## src/rtl/sbc_pkg.sv

```systemverilog
package sbc_pkg;

    localparam int unsigned ADDR_W = 32;
    localparam int unsigned DATA_W = 32;
    localparam int unsigned BE_W   = DATA_W / 8;
    localparam int unsigned NUM_CS = 4;
    localparam int unsigned DEC_W  = 3;

    typedef enum logic [2:0] {
        RG_MEM0 = 3'd0,
        RG_MEM1 = 3'd1,
        RG_MEM2 = 3'd2,
        RG_MEM3 = 3'd3,
        RG_IRAM = 3'd4
    } region_e;

    typedef enum logic [2:0] {
        ST_IDLE,
        ST_TURN,
        ST_SETUP,
        ST_ACC,
        ST_HOLD,
        ST_IRAM
    } state_e;

    typedef struct packed {
        logic [ADDR_W-1:0] addr;
        logic              write;
        logic [BE_W-1:0]   be;
        logic [DATA_W-1:0] wdata;
    } req_t;

    function automatic region_e decode_region(input logic [DEC_W-1:0] top);
        case (top)
            3'b000, 3'b001: return RG_MEM0;
            3'b010, 3'b011: return RG_MEM1;
            3'b100, 3'b101: return RG_MEM2;
            3'b110:         return RG_IRAM;
            default:        return RG_MEM3;
        endcase
    endfunction

    function automatic int unsigned max4(input int unsigned a, input int unsigned b,
                                         input int unsigned c, input int unsigned d);
        int unsigned m;
        m = a;
        if (b > m) m = b;
        if (c > m) m = c;
        if (d > m) m = d;
        return m;
    endfunction

    function automatic int unsigned bits_for(input int unsigned n);
        return (n < 2) ? 1 : $clog2(n + 1);
    endfunction

endpackage

```

## src/rtl/sbc_region_dec.sv

```systemverilog
module sbc_region_dec
    import sbc_pkg::*;
(
    input  logic [DEC_W-1:0] addr_top,
    output region_e          region
);
    always_comb region = decode_region(addr_top);
endmodule

```

## src/rtl/sbc_turnaround.sv

```systemverilog
module sbc_turnaround #(
    parameter int unsigned GAP_TICKS = 2
) (
    input  logic clk,
    input  logic rst,
    input  logic rd_end,
    output logic need_turn
);
    localparam int unsigned GW = (GAP_TICKS < 2) ? 1 : $clog2(GAP_TICKS);

    logic [GW-1:0] gap_left;

    always_ff @(posedge clk) begin
        if (rst) begin
            gap_left <= '0;
        end else if (rd_end) begin
            gap_left <= GW'(GAP_TICKS - 1);
        end else if (gap_left != '0) begin
            gap_left <= gap_left - 1'b1;
        end
    end

    assign need_turn = (gap_left != '0);

    assert_turn_flag_R8: assert property (@(posedge clk) disable iff (rst)
        rd_end |=> need_turn);
endmodule

```

## src/rtl/sbc_seq.sv

```systemverilog
module sbc_seq
    import sbc_pkg::*;
#(
    parameter int unsigned ACC_MEM0   = 2,
    parameter int unsigned ACC_MEM1   = 2,
    parameter int unsigned ACC_MEM2   = 2,
    parameter int unsigned ACC_MEM3   = 2,
    parameter int unsigned HOLD_MEM0  = 1,
    parameter int unsigned HOLD_MEM1  = 1,
    parameter int unsigned HOLD_MEM2  = 1,
    parameter int unsigned HOLD_MEM3  = 1,
    parameter logic [3:0]  HOLD_FORCE = 4'b1111,
    parameter logic        MEM2_SETUP = 1'b1,
    parameter int unsigned CNT_W      = 2
) (
    input  logic              clk,
    input  logic              rst,
    input  logic              req_valid,
    input  req_t              req_in,
    input  region_e           region_in,
    input  logic              need_turn,
    input  logic [DATA_W-1:0] bus_din,
    output logic              req_ready,
    output state_e            state,
    output logic              ph,
    output logic [CNT_W-1:0]  cnt,
    output req_t              lat,
    output region_e           lreg,
    output logic              acc_single,
    output logic              rd_end,
    output logic              done,
    output logic [DATA_W-1:0] rd_data
);
    function automatic int unsigned acc_of(input region_e r);
        case (r)
            RG_MEM0: return ACC_MEM0;
            RG_MEM1: return ACC_MEM1;
            RG_MEM2: return ACC_MEM2;
            default: return ACC_MEM3;
        endcase
    endfunction

    function automatic int unsigned hold_of(input region_e r);
        case (r)
            RG_MEM0: return HOLD_MEM0;
            RG_MEM1: return HOLD_MEM1;
            RG_MEM2: return HOLD_MEM2;
            default: return HOLD_MEM3;
        endcase
    endfunction

    function automatic logic hold_forced(input region_e r);
        case (r)
            RG_MEM0: return HOLD_FORCE[0];
            RG_MEM1: return HOLD_FORCE[1];
            RG_MEM2: return HOLD_FORCE[2];
            default: return HOLD_FORCE[3];
        endcase
    endfunction

    function automatic logic wants_setup(input region_e r);
        return MEM2_SETUP && (r == RG_MEM2);
    endfunction

    logic acc_last, hold_last, hold_on;

    assign acc_last   = (cnt == CNT_W'(acc_of(lreg) - 1));
    assign hold_last  = (cnt == CNT_W'(hold_of(lreg) - 1));
    assign hold_on    = hold_forced(lreg) && (hold_of(lreg) != 0);
    assign acc_single = (acc_of(lreg) == 1);
    assign req_ready  = (state == ST_IDLE);
    assign rd_end     = (state == ST_ACC) && ph && acc_last && !lat.write;

    always_ff @(posedge clk) begin
        if (rst) begin
            state   <= ST_IDLE;
            ph      <= 1'b0;
            cnt     <= '0;
            lat     <= '0;
            lreg    <= RG_MEM0;
            done    <= 1'b0;
            rd_data <= '0;
        end else begin
            done <= 1'b0;
            case (state)
                ST_IDLE: begin
                    if (req_valid) begin
                        lat  <= req_in;
                        lreg <= region_in;
                        ph   <= 1'b0;
                        cnt  <= '0;
                        if (region_in == RG_IRAM)             state <= ST_IRAM;
                        else if (req_in.write && need_turn)   state <= ST_TURN;
                        else if (wants_setup(region_in))      state <= ST_SETUP;
                        else                                  state <= ST_ACC;
                    end
                end
                ST_IRAM: begin
                    state   <= ST_IDLE;
                    done    <= 1'b1;
                    rd_data <= '0;
                end
                ST_TURN: begin
                    ph <= ~ph;
                    if (ph) state <= wants_setup(lreg) ? ST_SETUP : ST_ACC;
                end
                ST_SETUP: begin
                    ph <= ~ph;
                    if (ph) state <= ST_ACC;
                end
                ST_ACC: begin
                    ph <= ~ph;
                    if (ph) begin
                        if (acc_last) begin
                            cnt <= '0;
                            if (!lat.write) rd_data <= bus_din;
                            if (hold_on) begin
                                state <= ST_HOLD;
                            end else begin
                                state <= ST_IDLE;
                                done  <= 1'b1;
                            end
                        end else begin
                            cnt <= cnt + 1'b1;
                        end
                    end
                end
                ST_HOLD: begin
                    ph <= ~ph;
                    if (ph) begin
                        if (hold_last) begin
                            cnt   <= '0;
                            state <= ST_IDLE;
                            done  <= 1'b1;
                        end else begin
                            cnt <= cnt + 1'b1;
                        end
                    end
                end
                default: state <= ST_IDLE;
            endcase
        end
    end

    assert_done_pulse_R10: assert property (@(posedge clk) disable iff (rst)
        done |=> !done);
    assert_busy_not_ready_R10: assert property (@(posedge clk) disable iff (rst)
        (req_valid && req_ready) |=> !req_ready);
endmodule

```

## src/rtl/sbc_strobe.sv

```systemverilog
module sbc_strobe
    import sbc_pkg::*;
#(
    parameter int unsigned CNT_W = 2
) (
    input  logic              clk,
    input  logic              rst,
    input  state_e            state,
    input  logic              ph,
    input  logic [CNT_W-1:0]  cnt,
    input  req_t              lat,
    input  region_e           lreg,
    input  logic              acc_single,
    output logic [ADDR_W-1:0] bus_addr,
    output logic [DATA_W-1:0] bus_dout,
    output logic              bus_dout_en,
    output logic [NUM_CS-1:0] cs_n,
    output logic              oe_n,
    output logic [BE_W-1:0]   we_n
);
    logic [NUM_CS-1:0] sel;
    logic              on_bus, strobe;

    for (genvar i = 0; i < NUM_CS; i++) begin : g_sel
        assign sel[i] = (lreg == region_e'(3'(i)));
    end

    assign on_bus = (state == ST_SETUP) || (state == ST_ACC) || (state == ST_HOLD);
    assign strobe = (state == ST_ACC) && (acc_single ? ph : (cnt != '0));

    assign cs_n        = on_bus ? ~sel : '1;
    assign oe_n        = !(strobe && !lat.write);
    assign we_n        = (strobe && lat.write) ? ~lat.be : '1;
    assign bus_addr    = lat.addr;
    assign bus_dout    = lat.wdata;
    assign bus_dout_en = on_bus && lat.write;

    assert_cs_onehot_R2: assert property (@(posedge clk) disable iff (rst)
        $onehot0(~cs_n));
    assert_strobe_in_cs_R2: assert property (@(posedge clk) disable iff (rst)
        (!oe_n || (we_n != '1)) |-> (cs_n != '1));
    assert_oe_we_excl_R5: assert property (@(posedge clk) disable iff (rst)
        !(!oe_n && (we_n != '1)));
    assert_setup_quiet_R6: assert property (@(posedge clk) disable iff (rst)
        (state == ST_SETUP) |-> (oe_n && (we_n == '1) && (cs_n != '1)));
endmodule

```

## src/rtl/sbc_static_bus.sv

```systemverilog
module sbc_static_bus
    import sbc_pkg::*;
#(
    parameter int unsigned ACC_MEM0   = 2,
    parameter int unsigned ACC_MEM1   = 2,
    parameter int unsigned ACC_MEM2   = 2,
    parameter int unsigned ACC_MEM3   = 2,
    parameter int unsigned HOLD_MEM0  = 1,
    parameter int unsigned HOLD_MEM1  = 1,
    parameter int unsigned HOLD_MEM2  = 1,
    parameter int unsigned HOLD_MEM3  = 1,
    parameter logic [3:0]  HOLD_FORCE = 4'b1111,
    parameter logic        MEM2_SETUP = 1'b1
) (
    input  logic              clk,
    input  logic              rst,
    input  logic              req_valid,
    output logic              req_ready,
    input  logic [31:0]       req_addr,
    input  logic              req_write,
    input  logic [3:0]        req_be,
    input  logic [31:0]       req_wdata,
    output logic              done,
    output logic [31:0]       rd_data,
    output logic [31:0]       bus_addr,
    output logic [31:0]       bus_dout,
    output logic              bus_dout_en,
    input  logic [31:0]       bus_din,
    output logic [3:0]        cs_n,
    output logic              oe_n,
    output logic [3:0]        we_n
);
    localparam int unsigned MAX_CYC = max4(max4(ACC_MEM0, ACC_MEM1, ACC_MEM2, ACC_MEM3),
                                           HOLD_MEM0, max4(HOLD_MEM1, HOLD_MEM2, HOLD_MEM3, 1), 1);
    localparam int unsigned CNT_W   = bits_for(MAX_CYC);

    req_t             req_in, lat;
    region_e          region_in, lreg;
    state_e           state;
    logic             ph, acc_single, rd_end, need_turn;
    logic [CNT_W-1:0] cnt;

    assign req_in = '{addr: req_addr, write: req_write, be: req_be, wdata: req_wdata};

    sbc_region_dec u_dec (
        .addr_top (req_addr[ADDR_W-1 -: DEC_W]),
        .region   (region_in)
    );

    sbc_turnaround #(.GAP_TICKS(2)) u_turn (
        .clk       (clk),
        .rst       (rst),
        .rd_end    (rd_end),
        .need_turn (need_turn)
    );

    sbc_seq #(
        .ACC_MEM0 (ACC_MEM0), .ACC_MEM1 (ACC_MEM1), .ACC_MEM2 (ACC_MEM2), .ACC_MEM3 (ACC_MEM3),
        .HOLD_MEM0(HOLD_MEM0), .HOLD_MEM1(HOLD_MEM1), .HOLD_MEM2(HOLD_MEM2), .HOLD_MEM3(HOLD_MEM3),
        .HOLD_FORCE(HOLD_FORCE), .MEM2_SETUP(MEM2_SETUP), .CNT_W(CNT_W)
    ) u_seq (
        .clk        (clk),
        .rst        (rst),
        .req_valid  (req_valid),
        .req_in     (req_in),
        .region_in  (region_in),
        .need_turn  (need_turn),
        .bus_din    (bus_din),
        .req_ready  (req_ready),
        .state      (state),
        .ph         (ph),
        .cnt        (cnt),
        .lat        (lat),
        .lreg       (lreg),
        .acc_single (acc_single),
        .rd_end     (rd_end),
        .done       (done),
        .rd_data    (rd_data)
    );

    sbc_strobe #(.CNT_W(CNT_W)) u_stb (
        .clk         (clk),
        .rst         (rst),
        .state       (state),
        .ph          (ph),
        .cnt         (cnt),
        .lat         (lat),
        .lreg        (lreg),
        .acc_single  (acc_single),
        .bus_addr    (bus_addr),
        .bus_dout    (bus_dout),
        .bus_dout_en (bus_dout_en),
        .cs_n        (cs_n),
        .oe_n        (oe_n),
        .we_n        (we_n)
    );

    assert_iram_quiet_R9: assert property (@(posedge clk) disable iff (rst)
        (state == ST_IRAM) |-> ((cs_n == '1) && oe_n && (we_n == '1)));
    assert_turn_gap_R8: assert property (@(posedge clk) disable iff (rst)
        $rose(oe_n) |=> (we_n == '1));
endmodule

```

## config.mk

```make
export PLATFORM = sky130hd
export DESIGN_NAME = sbc_static_bus
export DESIGN_NICKNAME = d
export VERILOG_FILES = /design/src/rtl/sbc_pkg.sv /design/src/rtl/sbc_region_dec.sv /design/src/rtl/sbc_turnaround.sv /design/src/rtl/sbc_seq.sv /design/src/rtl/sbc_strobe.sv /design/src/rtl/sbc_static_bus.sv
export SDC_FILE = /design/constraint.sdc
export NUM_CORES = 1
export LEC_CHECK = 0
export CAP_MARGIN = 20
export CORE_MARGIN = 2
export CORE_UTILIZATION = 38
export CTS_CLUSTER_SIZE = 14
export DETAILED_ROUTE_END_ITERATION = 8
export HOLD_SLACK_MARGIN = 0.06
export PLACE_DENSITY = 0.76
export SETUP_SLACK_MARGIN = 0.1
export SYNTH_ARGS = -nofsm -noshare
export SYNTH_HDL_FRONTEND = slang
export SYNTH_SLANG_ARGS = --single-unit
```

## constraint.sdc

```tcl
create_clock -name clk -period 1.54 [get_ports clk]
set_input_delay 0.154 -clock clk [delete_from_list [all_inputs] [get_ports clk]]
set_output_delay 0.154 -clock clk [all_outputs]
set_load 0.02 [all_outputs]
```

=== Word-level counts from Yosys, hierarchy flattened ===
Cells that the tools add are included.
W data, S select, Z words.

* Flip-flop bits (word level): 112
* Bits of input ports: 104
* Logic and storage cells: 102

* Add/subtract/negate cells: 2
* Equal/unequal tests: 25
* Multiplexer cells: 32
* Bitwise gates (word level): 3
* Reduce and logical (&&, ||, !) cells: 29

{| class="wikitable"
|+ Operators by type and width
! operator !! number
|-
| $mux W32 || 3
|-
| $pmux W32 S2 || 1
|-
| $mux W3 || 9
|-
| $eq A3 B2 Y1 const B || 7
|-
| $eq A3 B3 Y1 const B || 6
|-
| $pmux W3 S5 || 1
|-
| $ne A2 B1 Y1 const B || 6
|-
| $pmux W3 S4 || 1
|-
| $mux W2 || 5
|-
| $eq A3 B1 Y1 const B || 3
|-
| $logic_not A3 Y1 || 3
|-
| $logic_and A1 B1 Y1 || 8
|-
| $mux W4 || 2
|-
| $not A4 Y4 || 2
|-
| $reduce_and A4 Y1 || 2
|-
| $mux W1 || 7
|-
| $reduce_and A7 Y1 || 1
|-
| $pmux W2 S3 || 1
|-
| $reduce_bool A2 Y1 || 3
|-
| $reduce_or A2 Y1 || 3
|-
| $ne A2 B2 Y1 const B || 2
|-
| $pmux W1 S2 || 2
|-
| $reduce_and A2 Y1 || 2
|-
| $reduce_or A4 Y1 || 1
|-
| other kinds (8) || 10
|}

=== Logic depth before layout (Yosys ltp) ===
Gate-level depths: netlist (run 1).

* Depth after elaboration: 9
* Mapped depth: 8
* Mapped depth without buffers: 6

=== Modules after synthesis ===
From an unflattened synthesis (run 1), not the netlist that was laid out.

* Cell total of the unflattened synthesis: 547
* Area, all modules: 4744.6 µm²

{| class="wikitable"
|+ By module, submodules not included
! module !! times used !! cells an instance !! area an instance (µm²) !! seq. area each (µm²)
|-
| sbc_seq || 1 || 453 || 4028.9 || 2222.1
|-
| sbc_strobe || 1 || 88 || 656.9 || 0.0
|-
| sbc_turnaround || 1 || 2 || 33.8 || 20.0
|-
| sbc_region_dec || 1 || 4 || 25.0 || 0.0
|}

=== Worst setup path after synthesis (run 1) ===
OpenSTA, ideal clock, no wires.

* Path type: reg2reg
* Start: register u_seq.cnt[0]
* End: register u_seq.state[2]
* Setup time: 117 ps
* Arrival: 1505 ps
* Required time: 1423 ps
* Path slack: -82 ps
* Cell stages (with the launch flop): 7
* Path through: dfxtp_1 -> inv_1 -> ha_1 -> a211o_1 -> a221oi_2 -> a21oi_2 -> a32o_1

* Longest elaborated chain between the ends: 3

{| class="wikitable"
|+ RTL lines
! what !! RTL line !! source
|-
| from (decl) || sbc_seq.sv:26 || <nowiki>output logic [CNT_W-1:0] cnt,</nowiki>
|-
| from (signal assigned) || sbc_seq.sv:124 || <nowiki>cnt <= cnt + 1'b1;</nowiki>
|-
| from (signal assigned) || sbc_seq.sv:136 || <nowiki>cnt <= cnt + 1'b1;</nowiki>
|-
| $eq A2 B1 Y1 or $logic_not A2 Y1 (tied branches) || sbc_seq.sv:67, sbc_seq.sv:68 ||
|-
| $ne A2 B1 Y1 (no line) || n/a ||
|-
| $reduce_and A7 Y1 (no line) * || n/a ||
|-
| to (signal assigned) || sbc_seq.sv:105 || <nowiki>if (ph) state <= wants_setup(lreg) ? ST_SETUP : ST_ACC;</nowiki>
|-
| to (decl) || sbc_seq.sv:24 || <nowiki>output state_e state,</nowiki>
|}

Every way passes the cells marked *; elsewhere a longest branch is shown, timed or not.
A chain may end at the register's enable or synchronous reset.

=== Worst setup path after layout (run 1) ===
* Start: register u_seq.state[1]
* End: register u_seq.rd_data[11]

* Longest elaborated chain between the ends: 3

{| class="wikitable"
|+ RTL lines
! what !! RTL line !! source
|-
| $eq A3 B2 Y1 or $eq A3 B3 Y1 (tied branches) || sbc_seq.sv:85 || <nowiki>case (state)</nowiki>
|-
| $ne A2 B2 Y1 (no line), or another cell as far along || n/a ||
|-
| $reduce_and A4 Y1 (no line) || n/a ||
|-
| to (signal assigned) || sbc_seq.sv:116 || <nowiki>if (!lat.write) rd_data <= bus_din;</nowiki>
|-
| to (decl) || sbc_seq.sv:32 || <nowiki>output logic [DATA_W-1:0] rd_data</nowiki>
|}

Several ways; a longest one is shown, not always the timed one.

==> results of run 1 <==
==> final timing paths <==
path | start | endpoint | slack [ns]
hold reg to reg | u_seq.lat[46]$_SDFFE_PP0P_ | u_seq.lat[46]$_SDFFE_PP0P_ | 0.45
setup / recovery | u_seq.state[1]$_SDFFE_PP0P_ | u_seq.rd_data[11]$_SDFFE_PP0P_ | -0.28
hold / removal | rst | u_seq.rd_data[10]$_SDFFE_PP0P_ | 0.30
setup reg to reg | u_seq.state[1]$_SDFFE_PP0P_ | u_seq.rd_data[11]$_SDFFE_PP0P_ | -0.28
==> registers in the layout (all words and copies together), names as in the netlist <==
signal / cells
u_turn.need_turn: 1
u_seq.rd_data: 32
u_seq.done: 1
u_seq.lreg: 3
u_seq.ph: 1
u_seq.cnt: 2
u_seq.state: 3
u_seq.lat: 69
==> through the flow <==
| step | setup TNS, ns | hold slack (ns) | worst slack (ns) | cells | area [um^2] |
|---|---|---|---|---|---|
| floorplan | 0 | 0.290 | 0.0555 | 603 | 4860 |
| CTS | -14.28 | 0.258 | -0.211 | 994 | 8650 |
| finish | -18.43 | 0.295 | -0.278 | 997 | 9190 |
| global placement | -16.94 | 0.441 | -0.320 | 919 | 6830 |
| detailed placement | -20.09 | 0.446 | -0.386 | 919 | 6830 |
| global route | -25.76 | 0.304 | -0.321 | 997 | 9190 |
==> layout make-up <==
cell class	instances	area [um^2]	share of cell area
Tap cell	172	215	0.0234
Clock inverter	7	119	0.0129
Multi-Input combinational cell	382	2970	0.323
Timing Repair Buffer	312	3400	0.370
Sequential cell	112	2260	0.246
Clock buffer	9	225	0.0245
Inverter	3	11.3	0.00123
==> layer usage <==
| layer | routed length (um) | up-vias | track usage |
|---|---|---|---|
| li1 | - | 2362 | - |
| met1 | 7560 | 2557 | 0.306 |
| met2 | 10400 | 203 | 0.449 |
| met3 | 1100 | 60 | 0.0582 |
| met4 | 736 | 0 | 0.141 |
| met5 | 0 | - | 0 |
==> cells in the mapped netlist <==
| cell | n |
|---|---|
| nand2_1 | 186 |
| dfxtp_1 | 112 |
| a21oi_1 | 107 |
| buf_4 | 70 |
| nand3_1 | 29 |
| buf_2 | 20 |
| clkbuf_1 | 12 |
| nand3_2 | 8 |
| nor2_1 | 8 |
| buf_6 | 4 |
| ha_1 | 4 |
| nand2b_1 | 4 |
| a211oi_1 | 3 |
| inv_1 | 3 |
| nand3b_1 | 3 |
| a211o_1 | 2 |
| and3b_1 | 2 |
| mux2i_1 | 2 |
| nor2b_1 | 2 |
| nor4b_2 | 2 |
| a21oi_2 | 1 |
| a221oi_2 | 1 |
| a22oi_1 | 1 |
| a32o_1 | 1 |
| and2_1 | 1 |
| and4b_1 | 1 |
| mux2_2 | 1 |
| nand4_1 | 1 |
| nand4b_1 | 1 |
| nor2_2 | 1 |
| nor3_1 | 1 |
| nor3_2 | 1 |
| nor3b_2 | 1 |
| nor4b_1 | 1 |
| o211ai_1 | 1 |
| o311a_1 | 1 |
| or2_2 | 1 |
| or3_1 | 1 |
| or4_1 | 1 |
| xnor2_1 | 1 |
==> kinds of logic after synthesis <==
logic type | synth area share
buffers and inverters | 0.150
DFF | 0.462
adders and majority gates | 0.0103
xor gates and xnor gates | 0.00181
and+or+nand+nor | 0.238
AOI/OAI and AO/OA | 0.131
muxes | 0.00645
==> report_power, final <==
group	switching, mW	internal [mW]	leakage [nW]	total [mW]
logic	3.27	3.30	2.88	6.57
clock network	1.14	1.60	0.162	2.74
registers	0.262	3.33	0.916	3.59
==> repair_timing <==
item                       CTS  global route
setup buffers               38            12
gates cloned                22             0
hold buffers                 0             0
gates resized for setup    326           175
pin swaps                  102            92
setup endpoints to repair  217           123
==> summary.txt, run 1 <==
Outcome
  – Status: finished, violations left
  – Violated checks: negative setup slack

Clocking
  – Cts bufs inserted: 9
  – TritonCTS clock tree: built
  – H-tree Lvls: 3
  – Worst-skew pair later-pin latency: 0.36 ns
  – Clock Tree Buf Depth: 2
  – Clk root buf: clkbuf_16
  – Clk slew on worst S/H paths: 0.08 ns
  – Clock sinks: 112

STA
  – Final WS setup: -0.278 ns
  – Slew headroom: 0.578
  – Slew at the pin with the worst max-slew slack: 0.633 ns
  – Max Fclk: 550 MHz
  – Tcrit/Tclk final: 1.18
  – Period minus WS final: 1.82 ns
  – Setup Skew: 0.00950 ns
  – Slew Limit Fails: 0
  – Final hold violation count: 0
  – Final setup violation count: 118
  – RSZ-0062 raised after global routing: true

Drt
  – Antenna Violating Nets Remaining: 0
  – DR iter-0 viols: 233
  – Remaining routing DRC violations: 0
  – Vias: 5182
  – 1st-pass router iterations: 4
  – Total Wirelength: 19.8 mm
  – Vias/cell: 5.20
  – Avg WL per Cell: 19.9 um

Global routing
  – Initial antenna violation count: 0
  – Vias in the first global route: 5123
  – All-Layer GR Usage: 0.262
  – First-pass GRT wire length: 27.0 mm
  – Overflow after GRT: 0
  – Largest net degree at the start of global routing: 47

Setup path
  – CP Class: register to register
  – CP max stage delay: 0.52 ns
  – R2R depth: 8
  – Crit path max-delay family: simple AND/OR/NAND/NOR gates
  – Critical path's slowest cell: or3_4
  – Largest fanout on the critical path: 8
  – CP arrival: 2.04 ns
  – Crit start category: register
  – CP Depth: 8
  – Most Frequent Cell on Critical Path: buf_6
  – Buf+Inv Stages, Crit Path: 4
  – Critical Path, Cell by Cell: buf_6 > buf_6 > buf_6 > nand3b_1 > or3_4 > buf_16 > nand3_2 > a21oi_2
  – WP data required: 1.76 ns
  – Crit. End Element: register

Placed design
  – Port-buffer cells: 211
  – Gp weighted congestion: 0.903
  – HPWL Detailed: 9.57 mm

Layout
  – ANT cells: 0
  – Commonest non-fill, non-tap cell in the layout: nand2_1
  – Area Overhead vs Synth: 89.5%
  – Fillcell total: 864
  – Utilization after layout: 0.734
  – Final nets: 928
  – Layout cell share with drive strength beyond 1: 0.428
  – Highest-count cells in the layout ignoring fill and taps: nand2_1, dfxtp_1, clkdlybuf4s50_1

Floorplan
  – Die X: 117 um
  – Die area: 13700 um^2
  – Row Count: 41
  – Core area: 12500 um^2
  – Die H: 117 um
  – Initial core utilization: 0.387
  – I/O pin count: 212

Yosys
  – Yosys top cell area share: 0.462
  – Ys Warns: 0
  – Post-synth top area cell: dfxtp_1
  – Cells after Synth: 603
  – Synthesized net count: 711
  – Synth area leaders: dfxtp_1, nand2_1, a21oi_1
  – Yosys reg bits: 112
  – Syn avg cell area: 8.04 um^2
  – Sequential-to-total area share from yosys stat: 0.462
  – Synthesized area: 4850 um^2
  – Synth cell types: 40

Power and ir drop
  – VDD IR max: 0.765 mV
  – Total power: 12.9 mW
  – Lkg Pwr: 3.96 nW
  – Pwr dens: 1400 nW/um^2

Worst hold path
  – Min-Delay Path Class: primary input to register
  – Worst hold stages: 2

Job
  – Max-Cap Viols: 0
(Power assumes the default switching activity.)
==> run 2: changes to the inputs <==
Settings changed: SKIP_CTS_REPAIR_TIMING set to 1.
==> run 2 against run 1 <==
Against the previous run: the flow still finishes with violations (negative setup slack); first-iteration DRC count down 3.9%; sequential share of layout area rose by 2.9 points; clock power is 2% lower; global-route usage decreased by 7.4 points; largest cell class unchanged.
==> summary.txt, run 2 (synthesized netlist as in run 1, its figures left out) <==
Outcome
  – Status: finished, violations left
  – Violated checks: negative setup slack

Power and ir drop
  – Lkg Pwr: 4.59 nW
  – Switching share of power: 0.344
  – Comb power frac: 0.417
  – Clk pwr share: 0.250
  – Pwr dens: 1310 nW/um^2
  – Register share of total power: 0.333
  – Total power: 10.7 mW
  – Power Internal: 7.05 mW
  – VDD IR max: 0.611 mV
  – Switching pwr: 3.69 mW

STA
  – Final WS setup: -0.230 ns
  – Slew at the pin with the worst max-slew slack: 0.550 ns
  – Max Fclk: 565 MHz
  – Tcrit/Tclk final: 1.15
  – Slew Limit Fails: 0
  – Slew headroom: 0.633
  – RSZ-0062 raised after global routing: true
  – Setup Skew: 0.00419 ns
  – Final hold violation count: 0
  – Period minus WS final: 1.77 ns
  – Final setup violation count: 118

Setup path
  – Buf+Inv Stages, Crit Path: 4
  – Critical Path, Cell by Cell: buf_6 > buf_6 > buf_4 > nand3b_1 > buf_4 > nand3_1 > a21oi_1
  – Crit. End Element: register
  – Largest fanout on the critical path: 32
  – CP max stage delay: 0.47 ns
  – Critical path's slowest cell: buf_4
  – CP Class: register to register
  – CP arrival: 2.04 ns
  – WP data required: 1.81 ns
  – Crit start category: register
  – Crit path max-delay family: buffers and inverters

Global routing
  – Overflow after GRT: 0
  – Vias in the first global route: 4268
  – Initial antenna violation count: 0
  – All-Layer GR Usage: 0.188
  – Largest net degree at the start of global routing: 53
  – First-pass GRT wire length: 20.2 mm

Drt
  – Remaining routing DRC violations: 0
  – Total Wirelength: 15.9 mm
  – Avg WL per Cell: 16.5 um
  – Vias: 4702
  – Vias/cell: 4.90
  – DR iter-0 viols: 224
  – Antenna Violating Nets Remaining: 0
  – 1st-pass router iterations: 4

Layout
  – Layout cell share with drive strength beyond 1: 0.252
  – Commonest non-fill, non-tap cell in the layout: nand2_1
  – ANT cells: 0
  – Biggest register: u_seq.lat
  – Number of flip-flops under the largest register name: 69
  – Top Registers: u_seq.lat x69, u_seq.rd_data x32
  – Highest-count cells in the layout ignoring fill and taps: nand2_1, dfxtp_1, clkdlybuf4s50_1
  – Fillcell total: 995
  – Design Area, Final: 8220 um^2
  – Area Overhead vs Synth: 69.5%
  – Final nets: 890

Clocking
  – Worst-skew pair later-pin latency: 0.35 ns
  – Cts bufs inserted: 9
  – Clock sinks: 112
  – H-tree Lvls: 3
  – TritonCTS clock tree: built
  – Clk slew on worst S/H paths: 0.07 ns
  – Clock Tree Buf Depth: 2
  – Clk root buf: clkbuf_16

Worst hold path
  – Min-Delay Path Class: primary input to register

Floorplan
  – Core area: 12500 um^2
  – Die X: 117 um
  – I/O pin count: 212
  – Initial core utilization: 0.387
  – Die H: 117 um
  – Die area: 13700 um^2
  – Row Count: 41

Placed design
  – HPWL Detailed: 9.57 mm
  – Port-buffer cells: 211
  – Placement Cell Area: 6830 um^2
  – Gp weighted congestion: 0.903

Job
  – Max-Cap Viols: 0
run 2: worst paths after layout:
| path | cells after the start | to | slack (ns) | startpoint |
|---|---|---|---|---|
| worst max-delay path | 7 | u_seq.rd_data[19]$_SDFFE_PP0P_ | -0.23 | u_seq.state[0]$_SDFFE_PP0P_ |
| worst min-delay path | 2 | u_seq.rd_data[18]$_SDFFE_PP0P_ | 0.28 | rst |
| worst max register to register | 7 | u_seq.rd_data[19]$_SDFFE_PP0P_ | -0.23 | u_seq.state[0]$_SDFFE_PP0P_ |
| worst min register to register | 2 | u_seq.lat[46]$_SDFFE_PP0P_ | 0.45 | u_seq.lat[46]$_SDFFE_PP0P_ |
run 2: layout make-up:
type / count / area [um^2] / area share
Clock inverter: 7 / 119 / 0.0145
Timing Repair Buffer: 274 / 3060 / 0.372
Inverter: 3 / 11.3 / 0.00137
Tap cell: 172 / 215 / 0.0262
Sequential cell: 112 / 2260 / 0.274
Clock buffer: 9 / 225 / 0.0274
Multi-Input combinational cell: 382 / 2340 / 0.284
run 2: metal layers:
layer	GRT usage	routed length, um	share of wire	vias up
met1	0.219	6250	0.39	2240
met3	0.0448	852	0.054	34
met4	0.0871	459	0.029	0
li1	-	-	-	2274
met2	0.327	8300	0.52	154
met5	0	0	0	-
run 2: stage by stage:
step / util / hold WS (ns) / std cells / worst slack, ns / TNS (ns)
after detailed placement: 0.546 / 0.446 / 919 / -0.386 / -20.09
after global placement: 0.546 / 0.441 / 919 / -0.320 / -16.94
after floorplan: - / 0.290 / 603 / 0.0555 / 0
after CTS: 0.573 / 0.235 / 935 / -0.784 / -27.27
after global routing: 0.657 / 0.292 / 959 / -0.306 / -20.68
final: 0.657 / 0.278 / 959 / -0.230 / -12.21
run 2: power groups by stage:
stage          sequential (mW)  combinational (mW)  clock [mW]
2_1_floorplan             3.56                2.44           0
3_3_place_gp              3.60                3.51           0
3_5_place_dp              3.63                3.61           0
4_1_cts                   3.56                3.63        2.74
5_1_grt                   3.63                4.76        2.85
6_report                  3.58                4.48        2.68
